`config.mk`:
```
export PLATFORM = sky130hd
export DESIGN_NAME = trap_seq_top
export DESIGN_NICKNAME = d
export VERILOG_FILES = /design/src/rtl/trap_pkg.sv /design/src/rtl/trap_arbiter.sv /design/src/rtl/trap_state_regs.sv /design/src/rtl/trap_redirect.sv /design/src/rtl/trap_seq_top.sv
export SDC_FILE = /design/constraint.sdc
export NUM_CORES = 1
export LEC_CHECK = 0
export ABC_CLOCK_PERIOD_IN_PS = 1580
export BUFFER_PORTS_ARGS = -buffer_cell sky130_fd_sc_hd__buf_2
export CORE_ASPECT_RATIO = 1.1
export CORE_UTILIZATION = 43
export DETAILED_ROUTE_END_ITERATION = 12
export GPL_TIMING_DRIVEN = 0
export PLACE_DENSITY = 0.69
export SETUP_SLACK_MARGIN = 0.1
export SYNTH_ARGS = -nofsm -noshare
export SYNTH_HDL_FRONTEND = slang
export SYNTH_SLANG_ARGS = --single-unit
export TNS_END_PERCENT = 20
```
`constraint.sdc`:
```
create_clock -name clk -period 1.58 [get_ports clk]
set_clock_uncertainty 0.1 [all_clocks]
set_input_delay 0.316 -clock clk [delete_from_list [all_inputs] [get_ports clk]]
set_output_delay 0.316 -clock clk [all_outputs]
set_load 0.005 [all_outputs]
```
`src/rtl/trap_pkg.sv`:
```
package trap_pkg;
  localparam int XLEN  = 32;
  localparam int MSR_W = 6;

  localparam int B_LE  = 0;
  localparam int B_PFX = 1;
  localparam int B_SS  = 2;
  localparam int B_USR = 3;
  localparam int B_IE  = 4;
  localparam int B_PWR = 5;

  typedef logic [MSR_W-1:0] msr_t;
  typedef logic [XLEN-1:0]  addr_t;

  typedef enum logic [2:0] {
    EV_NONE = 3'd0,
    EV_EXC  = 3'd1,
    EV_IRQ  = 3'd2,
    EV_STEP = 3'd3,
    EV_RET  = 3'd4,
    EV_WR   = 3'd5
  } ev_e;

  // State word after entry: supervisor, interrupts and stepping off.
  function automatic msr_t entry_msr(input msr_t m);
    msr_t r;
    r        = m;
    r[B_IE]  = 1'b0;
    r[B_SS]  = 1'b0;
    r[B_USR] = 1'b0;
    return r;
  endfunction

  // Offset for a cause: fixed spacing, fallback outside the table.
  function automatic addr_t cause_offset(input int unsigned cause,
                                         input int unsigned num_vec,
                                         input int unsigned shift,
                                         input addr_t       fallback);
    if (cause >= 1 && cause < num_vec)
      return addr_t'(cause) << shift;
    return fallback;
  endfunction

  // Prefix select on the upper address bits.
  function automatic addr_t vector_addr(input logic  pfx,
                                        input addr_t off,
                                        input addr_t hi);
    return pfx ? (hi | off) : off;
  endfunction
endpackage

```
`src/rtl/trap_arbiter.sv`:
```
module trap_arbiter
  import trap_pkg::*;
#(
  parameter int CAUSE_W    = 5,
  parameter int STEP_CAUSE = 13,
  parameter int IRQ_CAUSE  = 5
) (
  input  logic               clk,
  input  logic               rst_n,
  input  logic               exc_req,
  input  logic [CAUSE_W-1:0] exc_cause,
  input  logic               ext_irq,
  input  logic               insn_done,
  input  logic               ret_req,
  input  logic               msr_wr,
  input  logic               msr_ie,
  input  logic               msr_ss,
  output ev_e                ev,
  output logic [CAUSE_W-1:0] ev_cause,
  output logic               take_entry,
  output logic               take_ret,
  output logic               take_wr
);
  logic irq_live;
  logic step_live;

  assign irq_live  = ext_irq && msr_ie;
  assign step_live = insn_done && msr_ss;

  always_comb begin
    ev       = EV_NONE;
    ev_cause = '0;
    if (exc_req) begin
      ev       = EV_EXC;
      ev_cause = exc_cause;
    end else if (irq_live) begin
      ev       = EV_IRQ;
      ev_cause = CAUSE_W'(IRQ_CAUSE);
    end else if (step_live) begin
      ev       = EV_STEP;
      ev_cause = CAUSE_W'(STEP_CAUSE);
    end else if (ret_req) begin
      ev = EV_RET;
    end else if (msr_wr) begin
      ev = EV_WR;
    end
  end

  assign take_entry = (ev == EV_EXC) || (ev == EV_IRQ) || (ev == EV_STEP);
  assign take_ret   = (ev == EV_RET);
  assign take_wr    = (ev == EV_WR);

  AST_ONE_EVENT: assert property (@(posedge clk) disable iff (!rst_n)
    $onehot0({take_entry, take_ret, take_wr}));
  AST_EXC_BEATS_RET: assert property (@(posedge clk) disable iff (!rst_n)
    (exc_req && ret_req) |-> (take_entry && !take_ret));
  AST_IRQ_MASKED: assert property (@(posedge clk) disable iff (!rst_n)
    (ext_irq && !msr_ie && !exc_req && !step_live) |-> (ev != EV_IRQ));
endmodule

```
`src/rtl/trap_state_regs.sv`:
```
module trap_state_regs
  import trap_pkg::*;
#(
  parameter msr_t MSR_RST = '0
) (
  input  logic  clk,
  input  logic  rst_n,
  input  logic  take_entry,
  input  logic  take_ret,
  input  logic  take_wr,
  input  msr_t  wdata,
  input  addr_t cur_pc,
  output msr_t  msr,
  output msr_t  srr_state,
  output addr_t srr_pc
);
  always_ff @(posedge clk) begin
    if (!rst_n) begin
      msr       <= MSR_RST;
      srr_state <= '0;
      srr_pc    <= '0;
    end else if (take_entry) begin
      srr_state <= msr;
      srr_pc    <= cur_pc;
      msr       <= entry_msr(msr);
    end else if (take_ret) begin
      msr <= srr_state;
    end else if (take_wr) begin
      msr <= wdata;
    end
  end

  AST_SAVE_STATE: assert property (@(posedge clk) disable iff (!rst_n)
    take_entry |=> (srr_state == $past(msr)));
  AST_SAVE_PC: assert property (@(posedge clk) disable iff (!rst_n)
    take_entry |=> (srr_pc == $past(cur_pc)));
  AST_ENTRY_MASKS: assert property (@(posedge clk) disable iff (!rst_n)
    take_entry |=> (!msr[B_IE] && !msr[B_SS] && !msr[B_USR]));
  AST_ENTRY_KEEPS: assert property (@(posedge clk) disable iff (!rst_n)
    take_entry |=> (msr[B_LE] == $past(msr[B_LE]) && msr[B_PFX] == $past(msr[B_PFX])
                    && msr[B_PWR] == $past(msr[B_PWR])));
  AST_RET_RESTORE: assert property (@(posedge clk) disable iff (!rst_n)
    take_ret |=> (msr == $past(srr_state)));
  AST_WR_LOAD: assert property (@(posedge clk) disable iff (!rst_n)
    take_wr |=> (msr == $past(wdata)));
  AST_QUIET_HOLD: assert property (@(posedge clk) disable iff (!rst_n)
    (!take_entry && !take_ret && !take_wr) |=> $stable(msr));
endmodule

```
`src/rtl/trap_redirect.sv`:
```
module trap_redirect
  import trap_pkg::*;
#(
  parameter int    CAUSE_W  = 5,
  parameter int    NUM_VEC  = 16,
  parameter int    SPACE_SH = 8,
  parameter addr_t FALLBACK = 32'h0000_2000,
  parameter addr_t PFX_HI   = 32'hFFF0_0000
) (
  input  logic               clk,
  input  logic               rst_n,
  input  logic               take_entry,
  input  logic               take_ret,
  input  logic [CAUSE_W-1:0] ev_cause,
  input  logic               pfx,
  input  addr_t              srr_pc,
  output logic               redirect,
  output addr_t              next_pc
);
  addr_t entry_off;
  addr_t entry_target;

  assign entry_off    = cause_offset(32'(ev_cause), NUM_VEC, SPACE_SH, FALLBACK);
  assign entry_target = vector_addr(pfx, entry_off, PFX_HI);

  always_ff @(posedge clk) begin
    if (!rst_n) begin
      redirect <= 1'b0;
      next_pc  <= '0;
    end else begin
      redirect <= take_entry || take_ret;
      if (take_entry)
        next_pc <= entry_target;
      else if (take_ret)
        next_pc <= srr_pc;
    end
  end

  AST_ENTRY_ALIGNED: assert property (@(posedge clk) disable iff (!rst_n)
    take_entry |=> (redirect && next_pc[SPACE_SH-1:0] == '0));
  AST_PREFIX_HI: assert property (@(posedge clk) disable iff (!rst_n)
    (take_entry && pfx) |=> ((next_pc & PFX_HI) == PFX_HI));
  AST_RET_TARGET: assert property (@(posedge clk) disable iff (!rst_n)
    take_ret |=> (redirect && next_pc == $past(srr_pc)));
  AST_NO_SPURIOUS: assert property (@(posedge clk) disable iff (!rst_n)
    (!take_entry && !take_ret) |=> (!redirect && $stable(next_pc)));
endmodule

```
`src/rtl/trap_seq_top.sv`:
```
module trap_seq_top
  import trap_pkg::*;
#(
  parameter int    CAUSE_W    = 5,
  parameter int    NUM_VEC    = 16,
  parameter int    SPACE_SH   = 8,
  parameter int    STEP_CAUSE = 13,
  parameter int    IRQ_CAUSE  = 5,
  parameter addr_t FALLBACK   = 32'h0000_2000,
  parameter addr_t PFX_HI     = 32'hFFF0_0000,
  parameter msr_t  MSR_RST    = '0
) (
  input  logic               clk,
  input  logic               rst_n,
  input  logic               exc_req,
  input  logic [CAUSE_W-1:0] exc_cause,
  input  logic               ext_irq,
  input  logic               insn_done,
  input  logic               ret_req,
  input  logic               msr_wr,
  input  logic [5:0]         msr_wdata,
  input  logic [31:0]        cur_pc,
  output logic               redirect,
  output logic [31:0]        next_pc,
  output logic [5:0]         msr
);
  ev_e                ev;
  logic [CAUSE_W-1:0] ev_cause;
  logic               take_entry;
  logic               take_ret;
  logic               take_wr;
  msr_t               srr_state;
  addr_t              srr_pc;

  trap_arbiter #(
    .CAUSE_W(CAUSE_W), .STEP_CAUSE(STEP_CAUSE), .IRQ_CAUSE(IRQ_CAUSE)
  ) u_arb (
    .clk(clk), .rst_n(rst_n),
    .exc_req(exc_req), .exc_cause(exc_cause), .ext_irq(ext_irq),
    .insn_done(insn_done), .ret_req(ret_req), .msr_wr(msr_wr),
    .msr_ie(msr[B_IE]), .msr_ss(msr[B_SS]),
    .ev(ev), .ev_cause(ev_cause),
    .take_entry(take_entry), .take_ret(take_ret), .take_wr(take_wr)
  );

  trap_state_regs #(.MSR_RST(MSR_RST)) u_regs (
    .clk(clk), .rst_n(rst_n),
    .take_entry(take_entry), .take_ret(take_ret), .take_wr(take_wr),
    .wdata(msr_wdata), .cur_pc(cur_pc),
    .msr(msr), .srr_state(srr_state), .srr_pc(srr_pc)
  );

  trap_redirect #(
    .CAUSE_W(CAUSE_W), .NUM_VEC(NUM_VEC), .SPACE_SH(SPACE_SH),
    .FALLBACK(FALLBACK), .PFX_HI(PFX_HI)
  ) u_redir (
    .clk(clk), .rst_n(rst_n),
    .take_entry(take_entry), .take_ret(take_ret),
    .ev_cause(ev_cause), .pfx(msr[B_PFX]), .srr_pc(srr_pc),
    .redirect(redirect), .next_pc(next_pc)
  );

  AST_STEP_ENTRY: assert property (@(posedge clk) disable iff (!rst_n)
    (ev == EV_STEP) |=> (redirect && next_pc[15:0] == 16'h0D00));
endmodule

```
== Word level (Yosys, flattened, before mapping) ==
Cells that the tools add are included.

* Flip-flop bits (word level): 77
* Output and inout bits: 39

* Magnitude comparators: 2
* Equal/unequal tests: 5
* Multiplexer cells: 16
* Bitwise operators: 2
* Reduce and logical (&&, ||, !) cells: 10

{| class="wikitable"
|+ Operator list
! kind !! count
|-
| 32-bit 2-to-1 mux || 5
|-
| 3-bit 2-to-1 mux || 5
|-
| 6-bit 2-to-1 mux || 2
|-
| 5-bit 2-to-1 mux || 2
|-
| 3-bit by 2-bit equality test with 1-bit output, second input constant || 2
|-
| 3-bit equality test, second input constant || 2
|-
| 5-bit by 1-bit >= comparator with 1-bit output, second input constant || 1
|-
| 5-bit less-than comparator, second input constant || 1
|-
| 4-bit 2-to-1 mux || 1
|-
| 2-bit nonzero test || 2
|-
| 3-bit by 1-bit equality test with 1-bit output, second input constant || 1
|-
| 1-bit logical AND || 3
|-
| 1-bit logical OR || 3
|-
| 1-bit NOT || 2
|-
| 2-bit AND reduction || 1
|-
| 2-bit OR reduction || 1
|-
| 1-bit 2-to-1 mux || 1
|}

== Longest topological paths before layout ==
* Word-level depth: 10
* Depth in mapped cells: 6
* Gate-level depth less buffers: 3

== Modules after synthesis ==
A second synthesis with hierarchy kept.

* Cells, all modules: 295
* Area total of the unflattened synthesis: 3160.5 um^2

{| class="wikitable"
|+ By module, submodules not included
! module !! times used !! cells an instance !! area each (um^2)
|-
| trap_state_regs || 1 || 154 || 1729.2
|-
| trap_redirect || 1 || 119 || 1297.5
|-
| trap_arbiter || 1 || 22 || 133.9
|}

== Worst setup path after synthesis ==
Ideal clock, no wire load.

* Kind: reg-to-reg
* Start point: register u_regs.msr[4]
* End point: register u_regs.srr_pc[22]
* Arrival time: 1221 ps
* Data required time: 1348 ps
* Setup slack: 126 ps
* Stages on the path, launching flop included: 7
* Cell sequence: dfxtp_1 > buf_2 > a221o_1 > buf_2 > buf_2 > nand2_1 > a21oi_1

* Word-level cells in the longest chain between the ends: 6

{| class="wikitable"
|+ RTL lines
! element !! RTL line !! source
|-
| start: declaration || trap_state_regs.sv:13 || <nowiki>output msr_t msr,</nowiki>
|-
| start signal: assignment || trap_state_regs.sv:25 || <nowiki>msr <= entry_msr(msr);</nowiki>
|-
| start signal: assignment || trap_state_regs.sv:27 || <nowiki>msr <= srr_state;</nowiki>
|-
| start signal: assignment || trap_state_regs.sv:29 || <nowiki>msr <= wdata;</nowiki>
|-
| 1-bit logical AND (*) || trap_arbiter.sv:27 || <nowiki>assign irq_live = ext_irq && msr_ie;</nowiki>
|-
| 3-bit 2-to-1 mux (*) || trap_arbiter.sv:36 || <nowiki>end else if (irq_live) begin</nowiki>
|-
| 3-bit 2-to-1 mux (*) || trap_arbiter.sv:33 || <nowiki>if (exc_req) begin</nowiki>
|-
| 3-bit by 1-bit equality test with 1-bit output or 3-bit by 2-bit equality test with 1-bit output (tied branches) || trap_arbiter.sv:49 || <nowiki>assign take_entry = (ev == EV_EXC) || (ev == EV_IRQ) || (ev == EV_STEP);</nowiki>
|-
| 1-bit logical OR || trap_arbiter.sv:49 ||
|-
| 1-bit logical OR (*) || trap_arbiter.sv:49 ||
|-
| end signal: assignment || trap_state_regs.sv:24 || <nowiki>srr_pc <= cur_pc;</nowiki>
|-
| end: declaration || trap_state_regs.sv:15 || <nowiki>output addr_t srr_pc</nowiki>
|}

Every way passes the cells marked *; elsewhere a longest branch is shown, timed or not.
A chain may end at the register's enable or synchronous reset.

== Final worst setup path ==
* Start point: register u_regs.msr[4]
* End point: register u_regs.srr_state[3]

* Word-level cells in the longest chain between the ends: 6

{| class="wikitable"
|+ RTL lines
! element !! RTL line !! source
|-
| 1-bit logical AND (*) || trap_arbiter.sv:27 ||
|-
| 3-bit 2-to-1 mux (*) || trap_arbiter.sv:36 ||
|-
| 3-bit 2-to-1 mux (*) || trap_arbiter.sv:33 ||
|-
| 3-bit by 1-bit equality test with 1-bit output or 3-bit by 2-bit equality test with 1-bit output (tied branches) || trap_arbiter.sv:49 ||
|-
| 1-bit logical OR || trap_arbiter.sv:49 ||
|-
| 1-bit logical OR (*) || trap_arbiter.sv:49 ||
|-
| end signal: assignment || trap_state_regs.sv:23 || <nowiki>srr_state <= msr;</nowiki>
|-
| end: declaration || trap_state_regs.sv:14 || <nowiki>output msr_t srr_state,</nowiki>
|}

Marked as above.

==> run_results.csv <==
group,metric,value,unit
sta,rsz0062_at_grt,"true",
setup_path,crit_cells,7,
logic_synthesis,yosys.area.top_type,"dfxtp_1",
setup_path,r2r_setup_slack,40,ps
layout,final_area,3880,um2
sta,worst_pin_slew,678,ps
logic_synthesis,synth_top_family_by_area,"compound AO/OA/AOI/OAI gates",
layout,nets,484,
setup_path,criticalPathCategory,"reg -> reg",
logic_synthesis,yosysTopAreaCellShare,53.9,%
clock_network,clk_pin_slew_worst_paths,80,ps
sta,max_freq,0.651,GHz
setup_path,worst-path-buf-inv,4,
setup_path,rr_worst_depth,7,
drt,via_per_inst,5.16,
logic_synthesis,synth-async-reset-ratio,0,%
placed_design,placed_area,3390,um2
clock_network,cts_buffers,9,
setup_path,worst-path-max-fanout,7,
setup_path,critical_path.top_delay_family,"buffers and inverters",
setup_path,worst-endpoint-required,1750,ps
layout,fillers,579,
drt,wire_per_inst,14.4,um
job,maxCapViolations,0,
sta,whs,106,ps
clock_network,clk_latency,340,ps
clock_network,root_buffer,"clkbuf_8",
drt,drc,0,
logic_synthesis,synth-seq-area-share,53.9,%
clock_network,numClockSinks,77,
logic_synthesis,synth_commonest_cells,"nand2_1 (79), dfxtp_1 (77), a21oi_1 (57)",
layout,syn_to_final_growth,35.6,%
sta,fin_crit_sh,97.2,%
floorplanning,ios,89,
grt,grt_pass1_wl,11.5,mm
logic_synthesis,synth_nets,377,
floorplanning,rows,30,
layout,register_area,1540,um2
logic_synthesis,dominantRegCellSynth,"dfxtp_1",
floorplanning,start_util,45.3,%
layout,drive_above_1_share,34.2,%
placed_design,dp_hpwl,5.08,mm
grt,antenna_found_initial,0,
worst_hold_path,hold_end,"u_regs.srr_pc[4]$_SDFFE_PN0P_",
logic_synthesis,synth_compound_area_share,19.9,%
setup_path,slowest_stage,"a221oi_4",
grt,track_usage,21.8,%
drt,vias,2679,
pwr,powerDensity,1110,nW/um2
setup_path,cp_common_cell,"buf_6",
placed_design,gp_congestion,0.783,
placed_design,io_buffers,86,
floorplanning,core_area,6310,um2
layout,multiInputGateArea,1250,um2
sta,relSlewSlack,54.8,%
drt,drt_iter0_markers,165,
clock_network,cts_tree,"yes",
setup_path,crit_chain,"buf_6, a221oi_4, buf_6, buf_8, buf_6, nand2_2, a21oi_2",
logic_synthesis,synth_edf_count,0,
drt,drt-total-wl,7.48,mm
worst_hold_path,hold_depth,3,
pwr,total_power,0.00432,W
sta,finalHoldViolCount,0,
floorplanning,fp.dieW,79.7,um
logic_synthesis,synthAdderAreaFrac,0,%
pwr,leakagePower,1.71,nW
logic_synthesis,synth_top_cells_by_area,"dfxtp_1 (54%), nand2_1 (10%), a21oi_1 (10%)",
floorplanning,dieArea,6980,um2
setup_path,critPathCaptureType,"register",
logic_synthesis,synth-simple-area-share,15.8,%
pwr,peakVddDrop,0.670,mV
grt,grt-ovfl-total,0,
logic_synthesis,yosys_register_bits,77,
logic_synthesis,synth_area,2860,um2
floorplanning,fp.dieH,87.5,um
drt,first_pass_iters,4,
setup_path,crit_arrival,1710,ps
logic_synthesis,synth.distinct_cells,32,
sta,setup_viol,0,
layout,n_antenna_cell,0,
logic_synthesis,ys_warn_count,0,
setup_path,rr_endpoint,"u_regs.srr_state[3]$_SDFFE_PN0P_",
logic_synthesis,synth_xor_area_share,0,%
logic_synthesis,syn-instance-count,327,
logic_synthesis,synth_most_common_cell,"nand2_1",
layout,final_core_util,61.5,%
logic_synthesis,synth.area.mux_share,5.65,%
sta,slew_viol_final,0,
clock_network,cts_buffer_depth,2,
outcome,status,"finished, final reports clean",
sta,min_period,1540,ps
drt,ant_nets,0,
worst_hold_path,holdCritPathClass,"in -> reg",
grt,grt_max_degree,13,
clock_network,htreeDepth,3,
logic_synthesis,syn_area_per_cell,8.74,um2
worst_hold_path,worstHoldStart,"cur_pc[4]",
setup_path,crit-reg2reg-launch,"u_regs.msr[4]$_SDFFE_PP0P_",
setup_path,start_kind,"register",
grt,grt_pass1_vias,2459,
setup_path,cp_slowest_stage_delay,340,ps
==> how the worst max path moves through the flow <==
stage	from	endpoint	slack (ps)
floorplan	u_regs.msr[4]$_SDFFE_PP0P_	u_regs.srr_pc[22]$_SDFFE_PN0P_	130
global placement	insn_done	u_redir.next_pc[17]$_SDFFE_PN0P_	-170
detailed placement	insn_done	u_redir.next_pc[14]$_SDFFE_PN0P_	-210
CTS	u_regs.msr[4]$_SDFFE_PP0P_	u_regs.msr[5]$_SDFFE_PN0P_	70
global route	u_regs.msr[4]$_SDFFE_PP0P_	u_regs.msr[1]$_SDFFE_PN0P_	-30
finish	u_regs.msr[4]$_SDFFE_PP0P_	u_regs.srr_state[3]$_SDFFE_PN0P_	40
==> layout make-up <==
type / instances / share of cell area, %
Clock inverter: 3 / 1.74
Clock buffer: 13 / 4.10
Sequential cell: 77 / 39.8
Tap cell: 80 / 2.58
Multi-Input combinational cell: 221 / 32.2
Buffer: 27 / 5.26
Timing Repair Buffer: 96 / 14.1
Inverter: 2 / 0.194
==> where the power goes <==
group | switching (W) | internal, W | total (W)
clock | 0.000695 | 0.000978 | 0.00167
combinational | 0.000286 | 0.000258 | 0.000544
sequential | 0.0000573 | 0.00204 | 0.00210
total | 0.00104 | 0.00328 | 0.00432
==> placed cells by master, fill, tap and decap left out, types with 2 or more instances in the layout <==
cell / netlist / routed
buf_2: 11 / 92
nand2_1: 79 / 75
dfxtp_1: 77 / 75
a21oi_1: 57 / 52
nor2_1: 18 / 18
mux2i_1: 15 / 15
a22oi_1: 15 / 15
clkbuf_8: 0 / 12
buf_6: 0 / 11
clkbuf_1: 10 / 7
o21ai_0: 6 / 6
buf_4: 4 / 6
a21oi_2: 0 / 5
nand2_2: 1 / 4
buf_8: 0 / 3
nand2b_1: 3 / 3
nand3_1: 3 / 3
a311oi_1: 3 / 3
o22ai_1: 3 / 3
buf_1: 2 / 2
nand3b_1: 2 / 2
a221oi_1: 2 / 2
clkbuf_2: 0 / 2
a211oi_2: 0 / 2
bufinv_16: 0 / 2
dfxtp_2: 0 / 2
==> state kept, by name (all words and copies together) (netlist names) <==
signal / count
u_redir.next_pc: 32
u_redir.redirect: 1
u_regs.msr: 6
u_regs.srr_pc: 32
u_regs.srr_state: 6
==> worst register-to-register path, stage by stage, from the launching register on <==
cell	delay (ps)
dfxtp_2	330
buf_6	130
a221oi_4	350
buf_6	180
buf_8	120
buf_6	100
nand2_2	50
a21oi_2	120
==> per-layer routing <==
| layer | GRT usage [%] | up-vias | share of wire (%) |
|---|---|---|---|
| met5 | 0 | - | 0 |
| met4 | 9.42 | 0 | 1.9 |
| met3 | 6.70 | 13 | 6.8 |
| met2 | 35.7 | 87 | 48 |
| met1 | 26.5 | 1243 | 43 |
| li1 | - | 1336 | - |
==> cells by family after synthesis <==
family          count (synthesis)
buf+inv                        29
simple gates                  111
compound gates                 94
mux                            16
flops                          77
==> stage by stage <==
step                      setup TNS (ps)  worst slack, ps  cells
after floorplan                        0              126    327
after global placement             -3470             -173    493
after detailed placement           -4690             -212    493
after CTS                              0             69.9    512
after global routing                -103            -28.5    519
final                                  0             43.9    519
==> repair_timing <==
item                                    in CTS  in global routing
cloned                                       1                  1
buffers inserted                             2                  6
endpoints found under the setup margin      72                 68
pin swaps                                    3                  7
hold buffers                                 0                  0
gates resized for setup                     20                 33
Power figures use the tool's default switching activity.
